File: config.mk
export PLATFORM = sky130hd
export DESIGN_NAME = epp_cycle_engine
export DESIGN_NICKNAME = d
export VERILOG_FILES = /design/src/rtl/epp_pkg.sv /design/src/rtl/epp_edge_detect.sv /design/src/rtl/epp_timeout_timer.sv /design/src/rtl/epp_cycle_fsm.sv /design/src/rtl/epp_cycle_engine.sv
export SDC_FILE = /design/constraint.sdc
export NUM_CORES = 1
export LEC_CHECK = 0
export ABC_CLOCK_PERIOD_IN_PS = 1700
export BUFFER_PORTS_ARGS = -buffer_cell sky130_fd_sc_hd__clkbuf_2
export CORE_ASPECT_RATIO = 1.75
export CORE_MARGIN = 5
export CORE_UTILIZATION = 44
export DETAILED_ROUTE_END_ITERATION = 8
export PLACE_DENSITY = 0.73
export SETUP_SLACK_MARGIN = 0.15
export SLEW_MARGIN = 20
export SYNTH_ARGS = -nofsm -noshare
export SYNTH_HDL_FRONTEND = slang
export SYNTH_SLANG_ARGS = --single-unit
export TNS_END_PERCENT = 1
File: constraint.sdc
create_clock -name clk -period 1.7 [get_ports clk]
set_clock_uncertainty 0.05 [all_clocks]
set_input_delay 0.085 -clock clk [delete_from_list [all_inputs] [get_ports clk]]
set_output_delay 0.085 -clock clk [all_outputs]
set_load 0.01 [all_outputs]
File: src/rtl/epp_pkg.sv
package epp_pkg;

    typedef enum logic [1:0] {
        ST_IDLE     = 2'd0,
        ST_WR_SETUP = 2'd1,
        ST_STROBE   = 2'd2,
        ST_RELEASE  = 2'd3
    } epp_state_e;

    localparam int unsigned NUM_DATA_PORTS = 4;
    localparam logic [2:0]  SEL_ADDR       = 3'd0;

endpackage

File: src/rtl/epp_edge_detect.sv
module epp_edge_detect #(
    parameter int unsigned N = 2
) (
    input  logic         clk,
    input  logic         rst_n,
    input  logic [N-1:0] strobe_n,
    output logic [N-1:0] fall,
    output logic [N-1:0] rise
);
    logic [N-1:0] prev_q;

    for (genvar g = 0; g < N; g++) begin : g_ch
        always_ff @(posedge clk or negedge rst_n) begin
            if (!rst_n) prev_q[g] <= 1'b1;
            else        prev_q[g] <= strobe_n[g];
        end
        assign fall[g] = prev_q[g] & ~strobe_n[g];
        assign rise[g] = ~prev_q[g] & strobe_n[g];
    end
endmodule

File: src/rtl/epp_timeout_timer.sv
module epp_timeout_timer #(
    parameter int unsigned LIMIT = 16
) (
    input  logic clk,
    input  logic rst_n,
    input  logic run,
    output logic expired
);
    localparam int unsigned CW = $clog2(LIMIT + 1);
    localparam logic [CW-1:0] LAST = CW'(LIMIT - 1);

    logic [CW-1:0] cnt_q;

    always_ff @(posedge clk or negedge rst_n) begin
        if (!rst_n)       cnt_q <= '0;
        else if (!run)    cnt_q <= '0;
        else if (!expired) cnt_q <= cnt_q + 1'b1;
    end

    assign expired = run && (cnt_q == LAST);
endmodule

File: src/rtl/epp_cycle_fsm.sv
module epp_cycle_fsm
    import epp_pkg::*;
#(
    parameter int unsigned DW = 8
) (
    input  logic          clk,
    input  logic          rst_n,
    input  logic          start_wr,
    input  logic          start_rd,
    input  logic          start_addr,
    input  logic          host_wr_rise,
    input  logic [DW-1:0] host_wdata,
    input  logic [DW-1:0] pd_in,
    input  logic          per_wait,
    input  logic          expired,
    output logic          timer_run,
    output logic [DW-1:0] host_rdata,
    output logic [DW-1:0] pd_out,
    output logic          pd_oe,
    output logic          addr_stb_n,
    output logic          data_stb_n,
    output logic          per_wr_n,
    output logic          busy,
    output logic          timeout_flag
);
    epp_state_e    state_q, state_d;
    logic          is_write_q;
    logic          is_addr_q;
    logic [DW-1:0] data_q;
    logic [DW-1:0] rdata_q;
    logic          tmo_q;
    logic          starting;

    assign starting = (state_q == ST_IDLE) && (start_wr || start_rd);

    always_comb begin
        state_d = state_q;
        unique case (state_q)
            ST_IDLE: begin
                if (start_wr)      state_d = ST_WR_SETUP;
                else if (start_rd) state_d = ST_STROBE;
            end
            ST_WR_SETUP: begin
                if (host_wr_rise)  state_d = ST_STROBE;
            end
            ST_STROBE: begin
                if (per_wait)      state_d = ST_RELEASE;
                else if (expired)  state_d = ST_IDLE;
            end
            ST_RELEASE: begin
                if (!per_wait || expired) state_d = ST_IDLE;
            end
            default: state_d = ST_IDLE;
        endcase
    end

    always_ff @(posedge clk or negedge rst_n) begin
        if (!rst_n) begin
            state_q    <= ST_IDLE;
            is_write_q <= 1'b0;
            is_addr_q  <= 1'b0;
            data_q     <= '0;
            rdata_q    <= '0;
            tmo_q      <= 1'b0;
        end else begin
            state_q <= state_d;
            if (starting) begin
                is_write_q <= start_wr;
                is_addr_q  <= start_addr;
                tmo_q      <= 1'b0;
            end
            if (state_q == ST_WR_SETUP && host_wr_rise)
                data_q <= host_wdata;
            if (state_q == ST_STROBE && per_wait && !is_write_q)
                rdata_q <= pd_in;
            if (expired && state_d == ST_IDLE &&
                (state_q == ST_STROBE || state_q == ST_RELEASE))
                tmo_q <= 1'b1;
        end
    end

    always_comb begin
        timer_run  = 1'b0;
        addr_stb_n = 1'b1;
        data_stb_n = 1'b1;
        per_wr_n   = 1'b1;
        pd_oe      = 1'b0;
        pd_out     = data_q;
        busy       = 1'b1;
        unique case (state_q)
            ST_IDLE: begin
                busy = 1'b0;
            end
            ST_WR_SETUP: begin
                per_wr_n = 1'b0;
                pd_oe    = 1'b1;
                pd_out   = host_wdata;
            end
            ST_STROBE: begin
                timer_run  = 1'b1;
                addr_stb_n = !is_addr_q;
                data_stb_n = is_addr_q;
                per_wr_n   = !is_write_q;
                pd_oe      = is_write_q;
            end
            ST_RELEASE: begin
                timer_run = 1'b1;
                per_wr_n  = !is_write_q;
                pd_oe     = is_write_q;
            end
            default: busy = 1'b0;
        endcase
    end

    assign host_rdata   = rdata_q;
    assign timeout_flag = tmo_q;
endmodule

File: src/rtl/epp_cycle_engine.sv
module epp_cycle_engine
    import epp_pkg::*;
#(
    parameter int unsigned TIMEOUT_CLKS = 16,
    parameter int unsigned DW           = 8
) (
    input  logic          clk,
    input  logic          rst_n,
    input  logic          epp_mode,
    input  logic [2:0]    host_sel,
    input  logic          host_wr_n,
    input  logic          host_rd_n,
    input  logic [DW-1:0] host_wdata,
    output logic [DW-1:0] host_rdata,
    output logic [DW-1:0] pd_out,
    input  logic [DW-1:0] pd_in,
    output logic          pd_oe,
    output logic          addr_stb_n,
    output logic          data_stb_n,
    output logic          per_wr_n,
    input  logic          per_wait,
    output logic          busy,
    output logic          timeout_flag
);
    localparam logic [2:0] SEL_LAST = 3'(NUM_DATA_PORTS);

    logic [1:0] fall, rise;
    logic       sel_ok, start_wr, start_rd, start_addr;
    logic       timer_run, expired;

    epp_edge_detect #(.N(2)) i_edge (
        .clk      (clk),
        .rst_n    (rst_n),
        .strobe_n ({host_rd_n, host_wr_n}),
        .fall     (fall),
        .rise     (rise)
    );

    assign sel_ok     = epp_mode && (host_sel <= SEL_LAST);
    assign start_wr   = sel_ok && fall[0];
    assign start_rd   = sel_ok && fall[1] && !fall[0];
    assign start_addr = (host_sel == SEL_ADDR);

    epp_timeout_timer #(.LIMIT(TIMEOUT_CLKS)) i_timer (
        .clk     (clk),
        .rst_n   (rst_n),
        .run     (timer_run),
        .expired (expired)
    );

    epp_cycle_fsm #(.DW(DW)) i_fsm (
        .clk          (clk),
        .rst_n        (rst_n),
        .start_wr     (start_wr),
        .start_rd     (start_rd),
        .start_addr   (start_addr),
        .host_wr_rise (rise[0]),
        .host_wdata   (host_wdata),
        .pd_in        (pd_in),
        .per_wait     (per_wait),
        .expired      (expired),
        .timer_run    (timer_run),
        .host_rdata   (host_rdata),
        .pd_out       (pd_out),
        .pd_oe        (pd_oe),
        .addr_stb_n   (addr_stb_n),
        .data_stb_n   (data_stb_n),
        .per_wr_n     (per_wr_n),
        .busy         (busy),
        .timeout_flag (timeout_flag)
    );
endmodule

==> results of run 1 <==
==> critical path, cell delays in order, from the launching register on <==
cell	delay, ns
dfrtp_2	0.43
and2b_2	0.24
buf_4	0.15
a21o_2	0.20
inv_1	0.06
buf_2	0.12
==> layout by cell type (no fill, tap or decap), types with 2 or more instances in the layout <==
cell type	n
clkbuf_2	45
mux2_2	20
nor2b_1	3
dfrtp_1	24
xor2_1	2
clkbuf_8	3
nand3_1	2
inv_1	3
nor2_1	6
nor3b_2	2
nand2_1	2
mux2_4	5
dfrtp_2	2
buf_4	7
dfstp_2	2
nand3b_1	2
dlygate4sd3_1	11
==> registers in the layout, summed over array words and instances, names as in the netlist <==
register and count:
i_edge.prev_q 2, i_fsm.data_q 8, i_fsm.host_rdata 8, i_fsm.is_addr_q 1, i_fsm.is_write_q 1, i_fsm.state_q 2, i_fsm.timeout_flag 1, i_timer.cnt_q 5
==> power breakdown <==
group	switching, mW	internal (mW)
Sequential	0.171	0.935
Clock	0.196	0.159
Combinational	0.629	0.794
Total	0.996	1.89
==> through the flow <==
step	instances	hold slack [ns]	area (um^2)	setup slack, ns	power (mW)
5_1_grt	195	0.00751	1840	0.00962	3.08
3_3_place_gp	176	0.0933	1620	0.186	2.30
2_1_floorplan	102	-0.261	1360	0.139	1.89
3_5_place_dp	176	0.109	1620	0.122	2.36
6_report	195	0.00381	1840	0.0856	2.88
4_1_cts	194	0.00113	1830	0.0781	2.88
==> path summary, 6_finish.rpt <==
path	startpoint	cells past startpoint	slack (ns)	endpoint
worst max-delay path	i_fsm.state_q[0]	5	0.09	per_wr_n
worst min-delay path	host_wdata[7]	2	0.004	i_fsm.data_q[7]
max in group asynchronous	rst_n	2	0.81	i_fsm.state_q[0]
worst max register to register	i_timer.cnt_q[0]	5	0.11	i_fsm.state_q[1]
worst min register to register	i_fsm.timeout_flag	1	0.46	i_fsm.timeout_flag
min in group asynchronous	rst_n	2	0.32	i_timer.cnt_q[1]
==> metal layers <==
layer / vias to the layer above / share of wire, % / GRT usage [%]
met4: 0 / 1.5 / 6.56
met2: 31 / 59 / 31.0
met1: 518 / 34 / 15.2
li1: 489 / - / -
met3: 4 / 5.4 / 3.41
met5: - / 0 / 0
==> cell families after synthesis <==
| group | synth area share [%] |
|---|---|
| AND/OR/NAND/NOR | 12.3 |
| adder cells (fa/ha/maj) | 2.63 |
| buffers and inverters | 3.01 |
| XOR/XNOR | 1.97 |
| flip-flops | 52.8 |
| multiplexers | 21.9 |
| AO/OA/AOI/OAI | 5.36 |
==> cell type report <==
class / count / area (um^2)
Sequential cell: 28 / 706
Clock buffer: 3 / 41.3
Multi-Input combinational cell: 67 / 643
Inverter: 4 / 15.0
Fill cell: 223 / 1080
Timing Repair Buffer: 65 / 404
Tap cell: 28 / 35.0
==> timing repair <==
item / CTS / global route
endpoints found under the setup margin: 20 / 24
gates resized for setup: 10 / 2
buffers inserted: 3 / 1
hold buffers: 11 / 0
cloned: 1 / 0
endpoints found under the hold margin: 36 / 0
==> summary.md, run 1 <==
| Metric | Value |
|---|---|
| Status | complete, no violations |
| Netlist Area Pre-Place | 1330 um^2 |
| TritonCTS clock tree | done |
| Largest net degree at the start of global routing | 29 |
| Tcrit/Tclk final | 95.0% |
| Synth cell count leaders | dfrtp_1 (26), mux2_2 (25), nor2_1 (6) |
| Post-synth EDFFs | 0 |
| RePlAce Congestion | 0.742 |
| FF+latch count, synth | 28 |
| Rows | 26 |
| Final HPWL DP | 2180 um |
| Maxcap violations | 0 |
| Share of layout cells above drive strength 1 | 59.9% |
| DRC Markers | 0 |
| Die width | 51.6 um |
| PD cells | 1560 nW/um^2 |
| Total CTS buffers | 3 |
| Fin util | 63.0% |
| Worst Hold Class | primary input to register |
| Vias per cell | 5.34 |
| Clock Latency Late Sink | 0.28 ns |
| Synthesis-to-layout area growth | 38.5% |
| Pleak | 0.894 nW |
| Most common cell in the netlist | dfrtp_1 |
| Min Tclk post-route | 1.61 ns |
| Peak supply drop | 0.000951 V |
| Initial antenna violation count | 0 |
| Final max-slew violation count | 0 |
| TNS Setup | 0 ns |
| Avg Inst Size Synth | 13.1 um^2 |
| Gate Count Post-Synth | 102 |
| Vias in the first global route | 1132 |
| RSZ-0062 raised after global routing | yes |
| Crit path capture type | primary output |
| Drt pass-1 iters | 2 |
| Initial drt markers | 14 |
| Critical path arrival | 1.48 ns |
| Antenna Nets Post-Route | 0 |
| Total Routing Usage GR | 15.7% |
| Final setup viols | 0 |
| FFs w/ async S/R, synth | 100% |
| Antenna Cells | 0 |
| Synth area leader | dfrtp_1 |
| Top cell type's share of synthesized area | 48.9% |
| Via Count | 1042 |
| Die area | 4270 um^2 |
| CTS Buffer Depth | 2 |
| Initial core utilization | 45.5% |
| CP Max Fanout | 4 |
| Nets | 196 |
| Seq/Total Area, Yosys | 52.8% |
| Synth unique cells | 37 |
| I/O pins | 47 |
| CP required | 1.56 ns |
| First-pass GRT wire length | 5000 um |
| CP Class | register to primary output |
| GRT overflow | 0 |
| H-tree levels | 1 |
| Die Y | 82.8 um |
| Fin. Hold Viols | 0 |
| Post-Route WL | 3020 um |
| CTS clk-pin slew, worst paths | 0.09 ns |
| Worst-margin pin slew | 0.678 ns |
| Wire per inst | 15.5 um |
| Clock sinks | 28 |
| Cells taking the most area after synthesis | dfrtp_1 (49%), mux2_2 (21%), dfstp_2 (3.9%) |
| Core area | 2930 um^2 |
| Clock root cell | clkbuf_8 |
| Startpoint types | register |
| Max_slew headroom | 54.8% |
| Fmax achieved | 619 MHz |
| Port Buf Inserts | 46 |
| Syn. warnings | 0 |
| Synth Net Count | 129 |
| Prevailing post-synth register cell | dfrtp_1 |
(Power assumes the default switching activity.)
==> inputs of run 2 (changes only) <==
--- a/constraint.sdc
+++ b/constraint.sdc
@@ -4,2 +4,2 @@
 set_output_delay 0.085 -clock clk [all_outputs]
-set_load 0.01 [all_outputs]
+set_load 0.05 [all_outputs]
==> summary.md, run 2 (same netlist as run 1, synthesis figures left out) <==
| Metric | Value |
|---|---|
| Status | complete, no violations |
| Rows | 26 (unchanged) |
| GRT overflow | 0 (unchanged) |
| Crit path capture type | primary output |
| Pleak | 0.951 nW (+6.4%) |
| Share of layout cells above drive strength 1 | 59.5% (-0.36 points) |
| Fin util | 68.8% (+5.9 points) |
| Synthesis-to-layout area growth | 51.4% |
| Initial antenna violation count | 0 (unchanged) |
| Total CTS buffers | 3 (unchanged) |
| Wire per inst | 16.5 um (+6.2%) |
| Sequential power share | 26.2% (-12 points) |
| Most frequent cells in the layout | clkbuf_2 (34), dfrtp_1 (24), mux2_2 (17) |
| Antenna Cells | 0 (unchanged) |
| CTS clk-pin slew, worst paths | 0.09 ns (about the same) |
| Share of power burned in the clock network | 8.4% (-3.9 points) |
| Nets | 196 (unchanged) |
| Startpoint types | register |
| CP required | 1.56 ns (about the same) |
| CTS Buffer Depth | 2 (unchanged) |
| Fmax achieved | 593 MHz (-4.2%) |
| H-tree levels | 1 (unchanged) |
| Worst Hold Class | primary input to register |
| CP Class | register to primary output |
| Total Routing Usage GR | 16.5% (+0.72 points) |
| Die area | 4270 um^2 (unchanged) |
| Fin cells | 196 (+0.51%) |
| Final HPWL DP | 2140 um (-2.2%) |
| PnR worst setup slack | 0.0143 ns (-0.0713 ns) |
| Vias in the first global route | 1178 (+4.1%) |
| Peak supply drop | 0.00170 V (+79%) |
| I/O pins | 47 (unchanged) |
| DRC Markers | 0 (unchanged) |
| Maxcap violations | 0 (unchanged) |
| RePlAce Congestion | 0.783 (+5.5%) |
| Final max-slew violation count | 0 (unchanged) |
| Int Pwr | 2.36 mW (+25%) |
| Most common cell after layout, fill and taps aside | clkbuf_2 |
| TNS Setup | 0 ns (unchanged) |
| Clock root cell | clkbuf_8 |
| Switch Pwr | 1.95 mW (+96%) |
| Core area | 2930 um^2 (unchanged) |
| Worst-margin pin slew | 0.702 ns (+0.0239 ns) |
| Initial drt markers | 11 (-3) |
| First-pass GRT wire length | 5350 um (+7.2%) |
| Die Y | 82.8 um (unchanged) |
| Drt pass-1 iters | 4 (+2) |
| PD cells | 2140 nW/um^2 (+37%) |
| Logic pwr share | 65.4% (+16 points) |
| Clock sinks | 28 (unchanged) |
| Placed Cells incl. Taps | 176 (unchanged) |
| TritonCTS clock tree | done |
| Place WS | 0.0240 ns (-0.0978 ns) |
| Port Buf Inserts | 46 (unchanged) |
| Final setup viols | 0 (unchanged) |
| Antenna Nets Post-Route | 0 (unchanged) |
| Die width | 51.6 um (unchanged) |
| Clock Latency Late Sink | 0.26 ns (-0.02 ns) |
| RSZ-0062 raised after global routing | yes |
| Via Count | 1047 (+0.48%) |
| Min Tclk post-route | 1.69 ns (+0.0713 ns) |
| Largest net degree at the start of global routing | 29 (unchanged) |
| CP Max Fanout | 5 (+1) |
| Critical path arrival | 1.55 ns (+0.07 ns) |
| Tcrit/Tclk final | 99.2% (+4.2 points) |
| Post-Route WL | 3230 um (+6.8%) |
| Max_slew headroom | 53.2% (-1.6 points) |
| Vias per cell | 5.34 (about the same) |
| Initial core utilization | 45.5% (unchanged) |
| Switching share of power | 45.3% (+11 points) |
| Fin. Hold Viols | 0 (unchanged) |
run 2: cell types whose count changed in the layout (fill, tap and decap cells not counted), moves of 2 or more:
cell | before | now
clkbuf_2 | 45 | 34
buf_8 | 0 | 6
clkbuf_16 | 0 | 4
mux2_2 | 20 | 17
mux2_4 | 5 | 8
buf_4 | 7 | 9
run 2: layer usage:
| metal | vias to the layer above | share of wire, % | track usage, % | wire length [um] |
|---|---|---|---|---|
| li1 | 489 | - | - | - |
| met3 | 4 | 4.9 | 2.51 | 157 |
| met1 | 518 | 38 | 19.6 | 1240 |
| met5 | - | 0 | 0 | 0 |
| met4 | 0 | 1.5 | 8.14 | 47 |
| met2 | 36 | 55 | 28.4 | 1790 |
run 2: what timing repair did:
action                                  4_1_cts  5_1_grt
endpoints found under the hold margin        36        0
resized for setup                            30       26
pin swaps                                     0        2
endpoints found under the setup margin       21       27
gates cloned                                  1        0
setup buffers                                 4        0
hold buffers                                 11        0
run 2: layout make-up:
type | count | area, um^2
fill | 196 | 912
sequential | 28 | 706
multi-input combinational | 67 | 662
timing repair buffer | 65 | 549
clock buffer | 4 | 45.0
tap | 28 | 35.0
inverter | 4 | 18.8
run 2: per-stage QoR:
step | total power, mW | cell area, um^2 | hold slack (ns)
6_report | 4.31 | 2020 | 0.0165
3_5_place_dp | 3.23 | 1620 | 0.108
2_1_floorplan | 2.80 | 1360 | -0.261
3_3_place_gp | 3.17 | 1620 | 0.0940
4_1_cts | 4.13 | 1960 | 0.00912
5_1_grt | 4.53 | 2020 | 0.0143
run 2: worst max-delay path, cell delays in order (launching register included):
cell       delay, ns
dfrtp_2         0.45
and2b_4         0.33
mux2_4          0.33
clkbuf_16       0.17
run 2: worst paths after layout:
| check | startpoint | end | slack [ns] | depth (start not counted) |
|---|---|---|---|---|
| worst max-delay path | i_fsm.state_q[1] | pd_out[2] | 0.01 | 3 |
| worst min-delay path | host_wdata[1] | i_fsm.data_q[1] | 0.02 | 2 |
| worst max register to register | i_timer.cnt_q[1] | i_fsm.state_q[1] | 0.07 | 5 |
| worst min register to register | i_fsm.timeout_flag | i_fsm.timeout_flag | 0.46 | 1 |
| max in group asynchronous | rst_n | i_fsm.state_q[0] | 0.77 | 2 |
| min in group asynchronous | rst_n | i_fsm.data_q[1] | 0.34 | 2 |
run 2: power groups by stage:
| stage | combinational [mW] | clock, mW | sequential (mW) |
|---|---|---|---|
| finish | 2.82 | 0.362 | 1.13 |
| global route | 2.95 | 0.405 | 1.17 |
| CTS | 2.64 | 0.370 | 1.12 |
| detailed placement | 2.11 | 0 | 1.13 |
| global placement | 2.07 | 0 | 1.11 |
| floorplan | 1.39 | 0 | 1.41 |
==> inputs of run 3 (changes only) <==
Settings changed: CORE_UTILIZATION 44 to 45, SYNTH_HIERARCHICAL set to 1, TNS_END_PERCENT 1 to 100.
==> summary.md, run 3 <==
| Metric | Value |
|---|---|
| Status | complete, but fails checks |
| Failing checks | negative setup slack |
| TritonCTS clock tree | done |
| Reg-to-reg slack, setup | 0.15 ns (+0.08 ns) |
| Clock root cell | clkbuf_8 |
| Placed Cells incl. Taps | 197 (+12%) |
| PnR worst setup slack | -0.0172 ns (-0.0315 ns) |
| Rows | 27 (+3.8%) |
| Post-Route WL | 3530 um (+9.3%) |
| Switching share of power | 44.6% (-0.69 points) |
| CTS clk-pin slew, worst paths | 0.10 ns (about the same) |
| First-pass GRT wire length | 5550 um (+3.7%) |
| CP required | 1.56 ns (about the same) |
| Initial core utilization | 45.7% (+0.18 points) |
| Fmax achieved | 582 MHz (-1.8%) |
| Hold_sp | host_wdata[6] |
| Clock Latency Late Sink | 0.27 ns (about the same) |
| Min Tclk post-route | 1.72 ns (+0.0315 ns) |
| Worst Hold Class | primary input to register |
| FF-to-FF path depth | 6 (+1) |
| Antenna Cells | 0 (unchanged) |
| Fin util | 71.5% (+2.7 points) |
| Final max-slew violation count | 0 (unchanged) |
| Max_slew headroom | 53.1% (-0.082 points) |
| Vias in the first global route | 1220 (+3.6%) |
| Total Routing Usage GR | 16.4% (-0.023 points) |
| Share of power burned in the clock network | 11.0% (+2.6 points) |
| Maxcap violations | 0 (unchanged) |
| Final HPWL DP | 2230 um (+4.4%) |
| Drt pass-1 iters | 4 (unchanged) |
| Crit path capture type | primary output |
| Netlist Area Pre-Place | 1420 um^2 (+6.6%) |
| Antenna Nets Post-Route | 0 (unchanged) |
| Switch Pwr | 2.11 mW (+8.0%) |
| Gate Count Post-Synth | 110 (+7.8%) |
| Hold Path End | i_fsm/data_q[6] |
| Startpoint types | register |
| PD cells | 2130 nW/um^2 (-0.51%) |
| Synth Net Count | 137 (+6.2%) |
| Share of layout cells above drive strength 1 | 63.2% (+3.7 points) |
| R2r endpoint | i_timer/cnt_q[3] |
| Core area | 3110 um^2 (+6.2%) |
| Nets | 210 (+7.1%) |
| Worst-margin pin slew | 0.703 ns (+0.00123 ns) |
| Fin cells | 225 (+15%) |
| Final setup viols | 7 (+7) |
| GRT overflow | 0 (unchanged) |
| Total CTS buffers | 3 (unchanged) |
| Die Y | 84.3 um (+1.8%) |
| Die area | 4420 um^2 (+3.5%) |
| Vias per cell | 4.80 (-10%) |
| Clock sinks | 28 (unchanged) |
| Peak supply drop | 0.00167 V (-1.8%) |
| Largest net degree at the start of global routing | 29 (unchanged) |
| Pleak | 1.09 nW (+14%) |
| Die width | 52.4 um (+1.7%) |
| Most common cell after layout, fill and taps aside | clkbuf_2 |
| Fin. Hold Viols | 0 (unchanged) |
| Avg Inst Size Synth | 12.9 um^2 (-1.2%) |
| Worst R2R Start | i_timer/cnt_q[0] |
| Initial drt markers | 23 (+12) |
| Int Pwr | 2.62 mW (+11%) |
| DRC Markers | 0 (unchanged) |
| Most frequent cells in the layout | clkbuf_2 (34), dfrtp_1 (25), mux2_4 (16) |
| CP Max Fanout | 10 (+5) |
| Via Count | 1080 (+3.2%) |
| Logic pwr share | 65.0% (-0.4 points) |
| Place WS | 0.0897 ns (+0.0657 ns) |
| Total power | 4.73 mW (+9.7%) |
| I/O pins | 47 (unchanged) |
| H-tree levels | 1 (unchanged) |
| Tightest hold margin | 0.00996 ns (-0.00652 ns) |
| Syn. warnings | 6 (+6) |
| Port Buf Inserts | 46 (unchanged) |
| Initial antenna violation count | 0 (unchanged) |
| WHS Path Cells | 2 (unchanged) |
| Wire per inst | 15.7 um (-4.8%) |
| RePlAce Congestion | 0.727 (-7.2%) |
| Synthesis-to-layout area growth | 56.6% |
| Critical path arrival | 1.58 ns (+0.03 ns) |
| Sequential power share | 24.0% (-2.2 points) |
| RSZ-0062 raised after global routing | yes |
| Tcrit/Tclk final | 101% (+1.9 points) |
| CTS Buffer Depth | 2 (unchanged) |
| CP Class | register to primary output |
[run 3: per-stage QoR]
step	area, um^2	setup TNS [ns]
floorplan	1450	0
global placement	1730	0
detailed placement	1730	0
CTS	2030	-0.238
global route	2220	-0.522
finish	2220	-0.0947
[run 3: how the worst max path moves through the flow]
stage | from | end | slack (ns)
2_1_floorplan | i_timer/cnt_q[0] | i_timer/cnt_q[3] | 0.09
3_3_place_gp | i_timer/cnt_q[0] | i_fsm/state_q[1] | 0.14
3_5_place_dp | i_timer/cnt_q[0] | i_fsm/state_q[1] | 0.09
4_1_cts | i_fsm/state_q[1] | pd_out[1] | -0.03
5_1_grt | i_fsm/state_q[1] | pd_out[1] | -0.07
6_report | i_fsm/state_q[1] | pd_out[7] | -0.02
[run 3: what timing repair did]
action | CTS | global route
gates resized for setup | 23 | 39
setup buffers | 3 | 8
pin swaps | 1 | 7
setup endpoints to repair | 18 | 23
endpoints found under the hold margin | 37 | 1
hold buffers | 12 | 1
[run 3: power by group through the flow]
| stage | logic [mW] | clock network [mW] | registers, mW |
|---|---|---|---|
| finish | 3.07 | 0.520 | 1.14 |
| global route | 3.21 | 0.559 | 1.17 |
| CTS | 2.66 | 0.530 | 1.11 |
| detailed placement | 2.28 | 0 | 1.16 |
| global placement | 2.24 | 0 | 1.13 |
| floorplan | 1.50 | 0 | 1.45 |
[run 3: layer usage]
metal | vias to the layer above | track usage, % | share of wire [%]
met4 | 0 | 6.74 | 2.3
met2 | 31 | 31.0 | 59
met3 | 6 | 1.78 | 3.6
met1 | 524 | 17.4 | 35
met5 | - | 0 | 0
li1 | 519 | - | -
[run 3: cell type report]
| cell class | instances | area, um^2 |
|---|---|---|
| clock buffers | 3 | 41.3 |
| clock inverters | 1 | 30.0 |
| fillers | 230 | 886 |
| inverters | 4 | 17.5 |
| multi-input cells | 73 | 776 |
| flip-flops and latches | 28 | 704 |
| well taps | 43 | 53.8 |
| repair buffers | 73 | 599 |
[run 3: critical path, stage by stage (launching register included)]
cell     delay, ns
dfrtp_1       0.42
and2b_2       0.25
buf_12        0.13
mux2_2        0.35
buf_8         0.15
